**config.mk**
```make
export PLATFORM = sky130hd
export DESIGN_NAME = wide_counter
export DESIGN_NICKNAME = d
export VERILOG_FILES = /design/src/rtl/wide_counter_pkg.sv /design/src/rtl/wc_slice.sv /design/src/rtl/wc_group.sv /design/src/rtl/wide_counter.sv
export SDC_FILE = /design/constraint.sdc
export NUM_CORES = 1
export LEC_CHECK = 0
export BUFFER_PORTS_ARGS = -buffer_cell sky130_fd_sc_hd__buf_2
export CAP_MARGIN = 20
export CELL_PAD_IN_SITES_DETAIL_PLACEMENT = 1
export CELL_PAD_IN_SITES_GLOBAL_PLACEMENT = 1
export CORE_MARGIN = 2
export CORE_UTILIZATION = 40
export DETAILED_ROUTE_END_ITERATION = 7
export GPL_ROUTABILITY_DRIVEN = 0
export PLACE_DENSITY = 0.84
export REMOVE_ABC_BUFFERS = 1
export SLEW_MARGIN = 0
export SYNTH_ARGS = -nofsm -noshare
export SYNTH_HDL_FRONTEND = slang
export SYNTH_HIERARCHICAL = 1
export SYNTH_SLANG_ARGS = --single-unit
```
**constraint.sdc**
```tcl
create_clock -name clk -period 6 [get_ports clk]
set_input_delay 0.3 -clock clk [delete_from_list [all_inputs] [get_ports clk]]
set_output_delay 0.3 -clock clk [all_outputs]
set_load 0.01 [all_outputs]
```
**src/rtl/wide_counter_pkg.sv**
```systemverilog
package wide_counter_pkg;
  localparam int unsigned WC_SLICE_W    = 8;
  localparam int unsigned WC_PER_GROUP  = 4;
  localparam int unsigned WC_GROUPS     = 2;
endpackage

```
**src/rtl/wc_slice.sv**
```systemverilog
module wc_slice #(
  parameter int unsigned W = 8
) (
  input  logic         clk,
  input  logic         rst_n,
  input  logic         clr,
  input  logic         ld,
  input  logic [W-1:0] ld_val,
  input  logic         en,
  output logic [W-1:0] q,
  output logic         full
);
  logic [W-1:0] tog;
  logic [W-1:0] q_nxt;

  genvar i;
  generate
    for (i = 0; i < W; i++) begin : g_tog
      if (i == 0) begin : g_lsb
        assign tog[i] = en;
      end else begin : g_upper
        assign tog[i] = en & (&q[i-1:0]);
      end
    end
  endgenerate

  always_comb begin
    if (clr)      q_nxt = '0;
    else if (ld)  q_nxt = ld_val;
    else          q_nxt = q ^ tog;
  end

  always_ff @(posedge clk or negedge rst_n) begin
    if (!rst_n) q <= '0;
    else        q <= q_nxt;
  end

  assign full = &q;

  assert_step_R4: assert property (@(posedge clk) disable iff (!rst_n)
    (en && !ld && !clr) |=> (q == $past(q) + {{(W-1){1'b0}}, 1'b1}));

  assert_hold_R5: assert property (@(posedge clk) disable iff (!rst_n)
    (!en && !ld && !clr) |=> $stable(q));
endmodule

```
**src/rtl/wc_group.sv**
```systemverilog
module wc_group #(
  parameter int unsigned N = 4
) (
  input  logic         en,
  input  logic [N-1:0] flags,
  output logic [N-1:0] slice_en,
  output logic         grp_carry
);
  genvar k;
  generate
    for (k = 0; k < N; k++) begin : g_en
      if (k == 0) begin : g_first
        assign slice_en[k] = en;
      end else begin : g_rest
        assign slice_en[k] = en & (&flags[k-1:0]);
      end
    end
  endgenerate

  assign grp_carry = en & (&flags);

  always_comb begin
    if (!en) assert_quiet_R5: assert ((slice_en == '0) && !grp_carry);
  end
endmodule

```
**src/rtl/wide_counter.sv**
```systemverilog
module wide_counter
  import wide_counter_pkg::*;
#(
  parameter int unsigned SLICE_W   = WC_SLICE_W,
  parameter int unsigned PER_GROUP = WC_PER_GROUP,
  parameter int unsigned GROUPS    = WC_GROUPS,
  localparam int unsigned SLICES   = PER_GROUP * GROUPS,
  localparam int unsigned WIDTH    = SLICES * SLICE_W
) (
  input  logic             clk,
  input  logic             rst_n,
  input  logic             clr,
  input  logic             ld,
  input  logic             cnt_en,
  input  logic [WIDTH-1:0] ld_data,
  output logic [WIDTH-1:0] count,
  output logic [SLICES-1:0] slice_full,
  output logic             carry_out
);
  logic [GROUPS-1:0] grp_en;
  logic [GROUPS-1:0] grp_cy;
  logic [SLICES-1:0] s_en;

  genvar g, s;
  generate
    for (g = 0; g < GROUPS; g++) begin : g_grp
      if (g == 0) begin : g_head
        assign grp_en[g] = cnt_en;
      end else begin : g_chain
        assign grp_en[g] = grp_cy[g-1];
      end

      wc_group #(.N(PER_GROUP)) u_grp (
        .en        (grp_en[g]),
        .flags     (slice_full[g*PER_GROUP +: PER_GROUP]),
        .slice_en  (s_en[g*PER_GROUP +: PER_GROUP]),
        .grp_carry (grp_cy[g])
      );
    end

    for (s = 0; s < SLICES; s++) begin : g_slc
      wc_slice #(.W(SLICE_W)) u_slc (
        .clk    (clk),
        .rst_n  (rst_n),
        .clr    (clr),
        .ld     (ld),
        .ld_val (ld_data[s*SLICE_W +: SLICE_W]),
        .en     (s_en[s]),
        .q      (count[s*SLICE_W +: SLICE_W]),
        .full   (slice_full[s])
      );

      if (s > 0) begin : g_chk
        assert_gated_R8: assert property (@(posedge clk) disable iff (!rst_n)
          ($past(!clr && !ld) && !$stable(count[s*SLICE_W +: SLICE_W]))
          |-> $past(cnt_en && (&count[s*SLICE_W-1:0])));
      end
    end
  endgenerate

  assign carry_out = grp_cy[GROUPS-1];

  assert_clear_R2: assert property (@(posedge clk) disable iff (!rst_n)
    clr |=> (count == '0));

  assert_load_R3: assert property (@(posedge clk) disable iff (!rst_n)
    (ld && !clr) |=> (count == $past(ld_data)));

  assert_wrap_R7: assert property (@(posedge clk) disable iff (!rst_n)
    (carry_out && !clr && !ld) |=> (count == '0));

  always_comb begin
    if (!rst_n) assert_reset_R1: assert (count == '0);
  end
endmodule

```
==> qor.csv <==
metric;value;unit
Max Used Layer;met4;
Least-Margin Pin Slew;0.8501;ns
grt total ovfl;0;
clk_lat worst skew;0.34;ns
DRC viols;0;
routed vias;3807;
I/O pin count;142;
PortBufs;141;
P_leak;2.406;nW
die width;103.7;microns
Synth Area in Simple Gates;23.28;%
core area;9729;sq um
H-tree levels;3;
Critical Path Fanout Max;7;
first-pass GRT wire length;19.21;mm
Die Y;103.7;microns
post-route setup TNS;0;ns
Req. time, crit path;5.70;ns
number of flops mapped to enable cells by yosys;0;
initial antenna violation count;0;
crit path from;g_slc[0].u_slc/q[1];
fin crit share;47.06;%
Clock Pin Slew Worst Setup and Hold Paths;0.08;ns
syn avg cell area;9.539;sq um
Yosys reg bits;64;
end of the worst register-to-register path;g_slc[6].u_slc/q[6];
Util after Layout;51.02;%
CTS Root Cell;clkbuf_8;
max FFs per register;64;
Initial Util;40.88;%
clk sinks;64;
max cap viols;0;
mux share of post-synthesis cell area;2.265;%
# setup viols final;0;
slowest stage delay, CP;0.49;ns
die area;10760;sq um
ANT nets after route;0;
crit path to;carry_out;
RR Startpoint;g_slc[0].u_slc/q[1];
Final Hold Fails;0;
crit-path cells;nand3_1 -> nor3_1 -> and4_4 -> and2_1 -> and4_4 -> and2_1 -> buf_2;
fraction of registers with async set/reset;100.0;%
unrepaired setup endpoints after global routing;no;
biggest registers after layout;g_slc.u_slc/q: 64 flops;
row count;36;
DP HPWL;8.256;mm
ant diodes;0;
initial drt markers;126;
Mapped Area;3978;sq um
CTS tree;done;
fin. max-slew vios;0;
total detailed-routing wirelength;11.59;mm
Max Clock Freq;354.1;MHz
CP Class;flop to primary output;
Reg2Reg Depth;8;
adder-cell share of the synthesized area;2.517;%
R2R Setup Slk;3.22;ns
GRT Overall Usage;21.60;%
metal3 WL;620;microns
Hold WC Path Type;input port to asynchronous set/reset pin;
post-route minimum period;2.824;ns
vias per cell;5.566;
compound-cell area share of the yosys netlist;20.89;%
Post-Synth XOR/XNOR Area;5.064;%
CTS Hold Buffers Added;0;
Area Growth Syn to Fin;24.79;%
M1 WL;5.130;mm
Post-synth top cells;dfrtp_1 (64), nor2_1 (53), inv_1 (30);
largest family of logic cells by synthesized area;simple AND/OR/NAND/NOR gates;
nets;623;
Pre-Repair DR Iteration Count;4;
cells taking the most area after synthesis;dfrtp_1 (40%), a311oi_2 (5.7%), nor2_1 (5.0%);
Fin Clk Skew;0.01186;ns
Synth top area share;40.26;%
PostCTS Resize Cnt;0;
clk buf depth;2;
gate count of the mapped netlist;417;
post-CTS setup repair buffer count;0;
critical path capture point type;primary output;
largest net degree at the start of global routing;65;
CTS buffer count;9;
post-synthesis cell type count;39;
synth warn;6;
vias in the first global route;3888;
count leader, synth;dfrtp_1;
Placed Area;4757;sq um
Slowest cell on crit path;dfrtp_1;
Setup crit start kind;flop;
IR drop worst, VDD;0.0001149;V
Top reg by flops;g_slc.u_slc/q;
worst rel slew slack;43.32;%
Routed wire per std cell;16.94;microns
total power;0.001060;W
power density over the cells;213.6;nW/um^2
sequential area share after synthesis;40.26;%
Main synth FF type;dfrtp_1;
layout cell share with drive strength beyond 1;37.57;%
status;finished clean;
critical path data arrival time;2.52;ns
Final Instance Area;4964;sq um
leading area contributor after synthesis;dfrtp_1;
metal2 WL;5.703;mm
[metrics by stage]
| step | worst slack (ns) | hold slack, ns | cells |
|---|---|---|---|
| floorplan | 3.384 | 0.004409 | 391 |
| global route | 3.004 | 0.2001 | 684 |
| detailed placement | 3.217 | 0.5412 | 668 |
| global placement | 3.423 | 0.5394 | 668 |
| finish | 3.176 | 0.1346 | 684 |
| CTS | 3.157 | 0.1730 | 684 |
[worst min path at each step]
stage,endpoint,slack (ns),cells after the start
5_1_grt,g_slc[2].u_slc/q[1],0.20,3
3_3_place_gp,g_slc[6].u_slc/q[1],0.54,3
6_report,g_slc[5].u_slc/q[5],0.13,2
2_1_floorplan,g_slc[0].u_slc/q[0],0.004,0
3_5_place_dp,g_slc[5].u_slc/q[5],0.54,2
4_1_cts,g_slc[5].u_slc/q[5],0.17,2
[cell usage in the layout, fill, tap and decap left out, types with 16 or more instances in the layout]
| cell | count |
|---|---|
| a211oi_1 | 21 |
| a21oi_1 | 17 |
| buf_2 | 141 |
| dfrtp_1 | 64 |
| inv_1 | 30 |
| nand2_1 | 22 |
| nand4_1 | 16 |
| nor2_1 | 53 |
| o21ai_0 | 23 |
[per-layer routing]
metal	vias up	track usage (%)
met5	-	0
met4	0	6.371
met1	1885	27.31
met2	109	37.37
met3	15	4.405
li1	1798	-
[logic make-up after synthesis]
kind of cell / after synthesis
DFF: 64
AOI/OAI and AO/OA: 99
muxes: 9
adders and majority gates: 8
xor gates and xnor gates: 23
and+or+nand+nor: 158
buffers and inverters: 56
[critical path: cells and delay by family (launching register included)]
kind	cells	cell delay, ns
buffers and inverters	1	0.13
flip-flops	1	0.49
AND/OR/NAND/NOR	6	1.57
[power breakdown]
group / internal, W / switching (W)
clock: 0.000213 / 0.000175
combinational: 0.0000732 / 0.0000973
sequential: 0.000459 / 0.0000428
total: 0.000745 / 0.000315
[area by class of cell]
| cell class | instances | area [sq um] |
|---|---|---|
| clock buffers | 11 | 151.4 |
| clock inverters | 5 | 55.05 |
| multi-input cells | 297 | 2148 |
| well taps | 133 | 166.4 |
| inverters | 30 | 112.6 |
| flip-flops and latches | 64 | 1602 |
| fillers | 1198 | 4766 |
| repair buffers | 144 | 728.2 |
Note: power is estimated with default switching activity, not from simulation.
